$ cat src/rtl/hp_frame_pkg.sv
package hp_frame_pkg;
  localparam int SYM_W     = 8;
  localparam int FRAME_LEN = 4;
  localparam logic [SYM_W-1:0] CODE_START = 8'h5C;
  localparam logic [SYM_W-1:0] CODE_END   = 8'hF7;

  typedef struct packed {
    logic             ctrl;
    logic             err;
    logic [SYM_W-1:0] data;
  } sym_t;

  typedef enum logic {ST_HUNT, ST_BODY} rx_state_e;

  // expected framing symbol at a given position
  function automatic logic frame_pos_ok(sym_t s, int pos);
    logic [SYM_W-1:0] want;
    want = (pos == FRAME_LEN-1) ? CODE_END : CODE_START;
    return s.ctrl && !s.err && (s.data == want);
  endfunction

  // symbol that opens a framing attempt while hunting
  function automatic logic opens_attempt(sym_t s);
    return s.err || (s.ctrl && ((s.data == CODE_START) || (s.data == CODE_END)));
  endfunction
endpackage

$ cat src/rtl/hp_frame_detect.sv
module hp_frame_detect
  import hp_frame_pkg::*;
#(
  parameter int MIN_MATCH = 3
) (
  input  logic clk,
  input  logic rst_n,
  input  logic clr,
  input  logic en,
  input  sym_t cur,
  output logic hit,
  output logic miss
);
  localparam int HIST  = FRAME_LEN - 1;
  localparam int CNT_W = $clog2(FRAME_LEN + 1);

  sym_t               win [HIST];
  logic [FRAME_LEN-1:0] pos_ok;
  logic [CNT_W-1:0]   att_cnt;
  logic               enough;

  for (genvar g = 0; g < FRAME_LEN; g++) begin : g_pos
    if (g == FRAME_LEN-1) begin : g_cur
      assign pos_ok[g] = frame_pos_ok(cur, g);
    end else begin : g_hist
      assign pos_ok[g] = frame_pos_ok(win[g], g);
    end
  end

  assign enough = ($countones(pos_ok) >= MIN_MATCH);
  assign hit    = en && enough;
  assign miss   = en && !enough && (att_cnt == CNT_W'(FRAME_LEN-1));

  always_ff @(posedge clk) begin
    if (!rst_n || clr || hit || miss) begin
      for (int i = 0; i < HIST; i++) win[i] <= '0;
      att_cnt <= '0;
    end else if (en) begin
      for (int i = 0; i < HIST-1; i++) win[i] <= win[i+1];
      win[HIST-1] <= cur;
      if (att_cnt != '0)          att_cnt <= att_cnt + 1'b1;
      else if (opens_attempt(cur)) att_cnt <= CNT_W'(1);
    end
  end

  // a clean framing (all four positions right) is always accepted
  a_r3_clean_frame_hits: assert property (@(posedge clk) disable iff (!rst_n)
    (en && (&pos_ok)) |-> hit);
  // a miss never comes on the very next symbol after another one
  a_r4_miss_spaced: assert property (@(posedge clk) disable iff (!rst_n)
    miss |=> !miss);
endmodule

$ cat src/rtl/hp_body_check.sv
module hp_body_check
  import hp_frame_pkg::*;
#(
  parameter int PAYLOAD_LEN = 16
) (
  input  logic clk,
  input  logic rst_n,
  input  logic abort,
  input  logic take,
  input  sym_t cur,
  input  logic crc_ok,
  output logic last,
  output logic ack_o,
  output logic lbad_o
);
  localparam int CNT_W = $clog2(PAYLOAD_LEN);

  logic [CNT_W-1:0] cnt;
  logic             bad;
  logic             sym_good;
  logic             pass;

  assign sym_good = !cur.ctrl && !cur.err;
  assign last     = take && (cnt == CNT_W'(PAYLOAD_LEN-1));
  assign pass     = !bad && sym_good && crc_ok;

  always_ff @(posedge clk) begin
    if (!rst_n || abort) begin
      cnt <= '0;
      bad <= 1'b0;
    end else if (take) begin
      if (last) begin
        cnt <= '0;
        bad <= 1'b0;
      end else begin
        cnt <= cnt + 1'b1;
        bad <= bad | !sym_good;
      end
    end
  end

  always_ff @(posedge clk) begin
    if (!rst_n) begin
      ack_o  <= 1'b0;
      lbad_o <= 1'b0;
    end else begin
      ack_o  <= last && !abort && pass;
      lbad_o <= last && !abort && !pass;
    end
  end

  // replies exclusive and one cycle wide
  a_r7_reply_exclusive: assert property (@(posedge clk) disable iff (!rst_n)
    !(ack_o && lbad_o));
  a_r7_ack_single: assert property (@(posedge clk) disable iff (!rst_n)
    ack_o |=> !ack_o);
  a_r7_lbad_single: assert property (@(posedge clk) disable iff (!rst_n)
    lbad_o |=> !lbad_o);
  // a failed CRC on the last symbol never yields an acknowledge
  a_r6_crc_blocks_ack: assert property (@(posedge clk) disable iff (!rst_n)
    (last && !crc_ok) |=> !ack_o);
endmodule

$ cat src/rtl/hp_frame_rx.sv
module hp_frame_rx
  import hp_frame_pkg::*;
#(
  parameter int PAYLOAD_LEN = 16,
  parameter int MIN_MATCH   = 3
) (
  input  logic             clk,
  input  logic             rst_n,
  input  logic             link_u0,
  input  logic             sym_valid,
  output logic             sym_ready,
  input  logic [SYM_W-1:0] sym_data,
  input  logic             sym_ctrl,
  input  logic             sym_err,
  input  logic             crc_ok,
  output logic             ack_req,
  output logic             lbad_req,
  output logic             recov_req
);
  rx_state_e state;
  sym_t      cur;
  logic      fire, hunt_en, body_take;
  logic      hit, miss, body_last;

  assign sym_ready = rst_n;
  assign fire      = sym_valid && sym_ready && link_u0;
  assign cur       = '{ctrl: sym_ctrl, err: sym_err, data: sym_data};
  assign hunt_en   = fire && (state == ST_HUNT);
  assign body_take = fire && (state == ST_BODY);

  hp_frame_detect #(.MIN_MATCH(MIN_MATCH)) u_detect (
    .clk  (clk),
    .rst_n(rst_n),
    .clr  (!link_u0),
    .en   (hunt_en),
    .cur  (cur),
    .hit  (hit),
    .miss (miss)
  );

  hp_body_check #(.PAYLOAD_LEN(PAYLOAD_LEN)) u_body (
    .clk   (clk),
    .rst_n (rst_n),
    .abort (!link_u0),
    .take  (body_take),
    .cur   (cur),
    .crc_ok(crc_ok),
    .last  (body_last),
    .ack_o (ack_req),
    .lbad_o(lbad_req)
  );

  always_ff @(posedge clk) begin
    if (!rst_n || !link_u0)  state <= ST_HUNT;
    else if (hit)            state <= ST_BODY;
    else if (body_last)      state <= ST_HUNT;
  end

  always_ff @(posedge clk) begin
    if (!rst_n) recov_req <= 1'b0;
    else        recov_req <= miss && link_u0;
  end

  // no recovery request can follow a body cycle
  a_r5_no_recov_from_body: assert property (@(posedge clk) disable iff (!rst_n)
    (state == ST_BODY) |=> !recov_req);
  // a reply only follows a cycle spent collecting the body
  a_r2_reply_after_body: assert property (@(posedge clk) disable iff (!rst_n)
    (ack_req || lbad_req) |-> $past(state == ST_BODY));
  // a link that is not active silences every request
  a_r9_link_down_quiet: assert property (@(posedge clk) disable iff (!rst_n)
    !link_u0 |=> !(ack_req || lbad_req || recov_req));
  // recovery and a reply never coincide
  a_r4_recov_alone: assert property (@(posedge clk) disable iff (!rst_n)
    recov_req |-> !(ack_req || lbad_req));
  // ready stays high outside reset
  a_r1_ready_high: assert property (@(posedge clk) disable iff (!rst_n)
    sym_ready);
endmodule

$ cat config.mk
export PLATFORM = sky130hd
export DESIGN_NAME = hp_frame_rx
export DESIGN_NICKNAME = d
export VERILOG_FILES = /design/src/rtl/hp_frame_pkg.sv /design/src/rtl/hp_frame_detect.sv /design/src/rtl/hp_body_check.sv /design/src/rtl/hp_frame_rx.sv
export SDC_FILE = /design/constraint.sdc
export NUM_CORES = 1
export LEC_CHECK = 0
export BUFFER_PORTS_ARGS = -buffer_cell sky130_fd_sc_hd__buf_2
export CAP_MARGIN = 20
export CORE_UTILIZATION = 40
export DETAILED_ROUTE_END_ITERATION = 10
export PLACE_DENSITY = 0.56
export SKIP_CTS_REPAIR_TIMING = 1
export SLEW_MARGIN = 10
export SYNTH_ARGS = -nofsm -noshare
export SYNTH_HDL_FRONTEND = slang
export SYNTH_SLANG_ARGS = --single-unit
$ cat constraint.sdc
create_clock -name clk -period 5.3 [get_ports clk]
set_input_delay 0.265 -clock clk [delete_from_list [all_inputs] [get_ports clk]]
set_output_delay 0.265 -clock clk [all_outputs]
set_load 0.005 [all_outputs]
Word level (Yosys, flattened, before mapping) --
Memories as Yosys holds them, arrays and structs flattened. Index checks and enable logic that the tools add are counted.
Operators by class: add/sub/neg operators 5, order comparisons 1, equality and inequality tests 7, muxes and demuxes 14, bitwise gates (word level) 5, reductions and logical operators 44
Operators with widths (number):
- 32-bit adder | 1
- 8-bit by 7-bit == test with 1-bit output, second input constant | 4
- 32-bit by 3-bit >= comparator with 1-bit output, second input constant | 1
- 10-bit two-way mux | 3
- 1-bit logical AND | 24
- 1-bit zero test | 11
- 8-bit == test, second input constant | 1
- 1-bit two-way mux | 8
- 3-bit two-way mux | 2
- 1-bit logical OR | 5
- 1-bit by 1-bit adder with 2-bit output | 2
- 4-bit by 1-bit adder with 4-bit output, second input constant | 1
- 4-bit == test, second input constant | 1
- 4-bit two-way mux | 1
- 1-bit OR | 4
- 2-bit nonzero test | 2
- 3-bit by 1-bit adder with 3-bit output, second input constant | 1
- 3-bit by 2-bit == test with 1-bit output, second input constant | 1
- 3-bit nonzero test | 1
- 2-bit AND reduction | 1
- 1-bit inverter | 1
Word-level totals: register bits after elaboration 12, bits in writable memories 30, bits of input ports 15, word-level logic and storage cells 84, memories kept 1
Memory list:
- u_detect.win | words 3, bits a word 10, read ports 3, clocked after Yosys merged registers in 0, wr ports 3, line hp_frame_detect.sv:17 | sym_t win [HIST];

Logic depth before layout (Yosys ltp) --
An unclocked memory read counts as a cell.
word-level depth 14, gate-level depth with buffers 11, mapped depth without buffers 10

By module --
A second synthesis with hierarchy kept.
Second synthesis, totals: cell total of the unflattened synthesis 162, area, all modules 1936.9 um^2
Modules (own cells, without submodules):
- hp_frame_detect | times used 1, cells each 120, area each 1552.7 um^2, seq. area each 960.9 um^2
- hp_body_check | times used 1, cells each 31, area each 294.0 um^2, seq. area each 140.1 um^2
- hp_frame_rx | times used 1, cells each 11, area each 90.1 um^2, seq. area each 40.0 um^2

Least setup slack after synthesis --
Ideal clock, no wire load.
kind reg-to-reg, from mem u_detect.win[0][28] (netlist bit), to mem u_detect.win[0][0] (netlist bit), data pin, data arrival time 2.396 ns, setup slack 2.649 ns, cell stages (with the launch flop) 11, path buffers 1, clock period less this slack 2.651 ns, cell sequence edfxtp_1 -> nor4b_1 -> nor4bb_1 -> ha_1 -> ha_1 -> inv_1 -> fa_1 -> o21ai_1 -> nor4_4 -> buf_6 -> and2_1
RTL lines (line):
- start, declared | hp_frame_detect.sv:17

==> flow_summary.toml <==
[die]
floorplan.initialDensity_pct = 43.03
coreArea_um2 = 4504
die_h_um = 71.61
dieArea_um2 = 5127
die_w_um = 71.61
rows = 24
num_io_pins = 19

[power]
power_frac_clock_pct = 33.1
p_sw_share_pct = 21.12
p_switching_uw = 124.2
leakagePower_nw = 0.8181
intPower_uw = 463.8
total_power_uw = 588.0
ir_drop_v = 0.0001263
combPwrFrac_pct = 4.4
pwr-share-seq_pct = 62.5
power_density_nw_per_um2 = 274.8

[timing]
rsz0062_at_grt = "false"
slew_violations = 0
fmax_mhz = 312.3
slew_headroom_pct = 32.19
fin_crit_ns = 3.202
layout_setup_ws_ns = 2.098
post-route-period-util_pct = 60.41
setup_viol = 0
tns_ns = 0
tightest_slew_ns = 1.010
fin_skew_ns = 0.004313
hold_viol_final = 0

[layout]
final_area_um2 = 2140
insertedDiodeCount = 0
area_growth_pct = 10.39
final_nets = 199
fin_util_pct = 47.50
layout-drive-gt1-share_pct = 17.51

[hold_path]
hold_path.class = "primary input to register"
min_path_cells = 2

[place]
place.gp.congestion = 0.7522
placed_cell_area_um2 = 2054
place_hpwl_um = 2115
dp_slack_ns = 2.077
io_buffers = 18

[clock_tree]
clock_sinks = 42
clk_pin_slew_worst_paths_ns = 0.08
cts_tree = "built"
max-clock-path-buffers = 2
clk_latency_ns = 0.29
cts_buffers = 5
htreeDepth = 2
root_buffer = "clkbuf_8"

[worst_setup_path]
reg2reg_depth = 9
endpoint_kind = "register"
required_ns = 5.45
worstSetupPathType = "register to register"
crit_path_max_fanout = 30
arrival_ns = 3.35
start_kind = "register"

[detailed_routing]
vias = 1152
route.met2.wl_um = 1426
detail_route.first_pass.iterations = 3
final_antenna_net_count = 0
wl_met3_um = 100
wl_met1_um = 1230
post_drt_wl_per_cell_um = 12.28
drtIter0Drc = 56
routed_wl_um = 2812
via_per_inst = 5.031
maxUsedRoutingLayer = "met4"
drc = 0

[grt]
grt_antenna_before_repair = 0
grt_max_degree = 32
grt_pass1_wl_um = 5161
grt_usage_pct = 13.38
first_global_vias = 1198
grt.overflow.total = 0

[run]
maxCapViolCount = 0

[synthesis]
ys_ff_latch = 42
synth_edf_count = 30
yosysWarnings = 0
syn_area_per_cell_um2 = 12.50
synthArstFlopShare_pct = 0
synthTopCellsByArea = "edfxtp_1 (46%), dfxtp_1 (12%), and2_1 (9.7%)"
syn_area_um2 = 1938
synth_nets = 178
synth.yosys.seq_area_share_pct = 58.88
yosysTopAreaCell = "edfxtp_1"
synth_ff_type = "edfxtp_1"
synthTopCellsByCount = "and2_1 (30), edfxtp_1 (30), dfxtp_1 (12), inv_1 (9), ha_1 (7)"
synth_top_area_share_pct = 46.48
synth_cells = 155
ys_types = 40

[run_status]
status = "finished, final reports clean"
-- placed cells by master (no fill, tap or decap), types with 2 or more instances in the layout --
cell / Yosys / layout
nor2_1: 6 / 6
xor2_1: 2 / 2
nand2_1: 5 / 5
nor3_1: 4 / 4
buf_2: 1 / 18
nor4bb_1: 3 / 3
clkbuf_8: 0 / 5
nand4_1: 3 / 3
and2_1: 30 / 30
nand2b_1: 2 / 2
edfxtp_1: 30 / 30
inv_1: 9 / 9
nand4b_1: 3 / 3
o21ai_1: 2 / 2
ha_1: 7 / 7
nand3b_1: 2 / 2
nor4b_1: 4 / 4
a21oi_1: 3 / 3
dfxtp_1: 12 / 12
nand3_1: 4 / 4
-- flip-flops by register name (all words and copies together) (netlist names) --
signal,flops
u_detect.win,30
u_body.cnt,4
u_detect.att_cnt,3
recov_req,1
state,1
u_body.ack_o,1
u_body.bad,1
u_body.lbad_o,1
-- final timing paths --
kind                            from                  end  slack [ns]
setup reg to reg  u_detect.win[0][8]  u_detect.win[0][20]        2.10
hold / removal           sym_data[6]  u_detect.win[0][26]        0.27
hold reg to reg           u_body.bad        u_body.lbad_o        0.49
setup / recovery  u_detect.win[0][8]  u_detect.win[0][20]        2.10
-- critical path: stages, from the launching register on --
cell and delay, ns:
edfxtp_1 0.37, nor4b_1 0.28, nor4bb_1 0.36, ha_1 0.21
ha_1 0.14, inv_1 0.04, fa_1 0.49, o21ai_1 0.14
nor4_4 0.79, and2_1 0.25
-- power by group through the flow --
stage | Combinational, mW | Clock (mW) | Sequential, mW
6_report | 0.0256 | 0.195 | 0.368
5_1_grt | 0.0290 | 0.216 | 0.370
4_1_cts | 0.0260 | 0.203 | 0.368
3_5_place_dp | 0.0260 | 0 | 0.376
3_3_place_gp | 0.0254 | 0 | 0.375
2_1_floorplan | 0.0150 | 0 | 0.374
-- cell type report --
cell class | count | area [um2]
clock buffer | 5 | 68.82
multi-input combinational | 98 | 713.2
timing repair buffer | 19 | 97.59
tap | 52 | 65.06
inverter | 10 | 37.54
fill | 407 | 2365
sequential | 42 | 1141
clock inverter | 3 | 16.27
-- layer usage --
| metal | up-vias | GRT usage, % |
|---|---|---|
| met5 | - | 0 |
| li1 | 601 | - |
| met4 | 0 | 5.882 |
| met1 | 528 | 15.44 |
| met2 | 17 | 23.17 |
| met3 | 6 | 3.797 |
-- through the flow --
stage | cells | hold WS, ns
after global routing | 229 | 0.2700
after detailed placement | 221 | 0.4808
after global placement | 221 | 0.4730
final | 229 | 0.2724
after floorplan | 155 | 0.4216
after CTS | 229 | 0.2638
-- logic make-up after synthesis --
| logic type | count (synthesis) | share of synthesized area (%) |
|---|---|---|
| AO/OA/AOI/OAI | 11 | 3.744 |
| XOR/XNOR | 2 | 0.9040 |
| adder cells (fa/ha/maj) | 8 | 5.552 |
| buffers and inverters | 15 | 4.325 |
| flip-flops | 42 | 58.88 |
| multiplexers | 1 | 0.5165 |
| AND/OR/NAND/NOR | 76 | 26.08 |
Note: power is estimated with default switching activity, not from simulation.
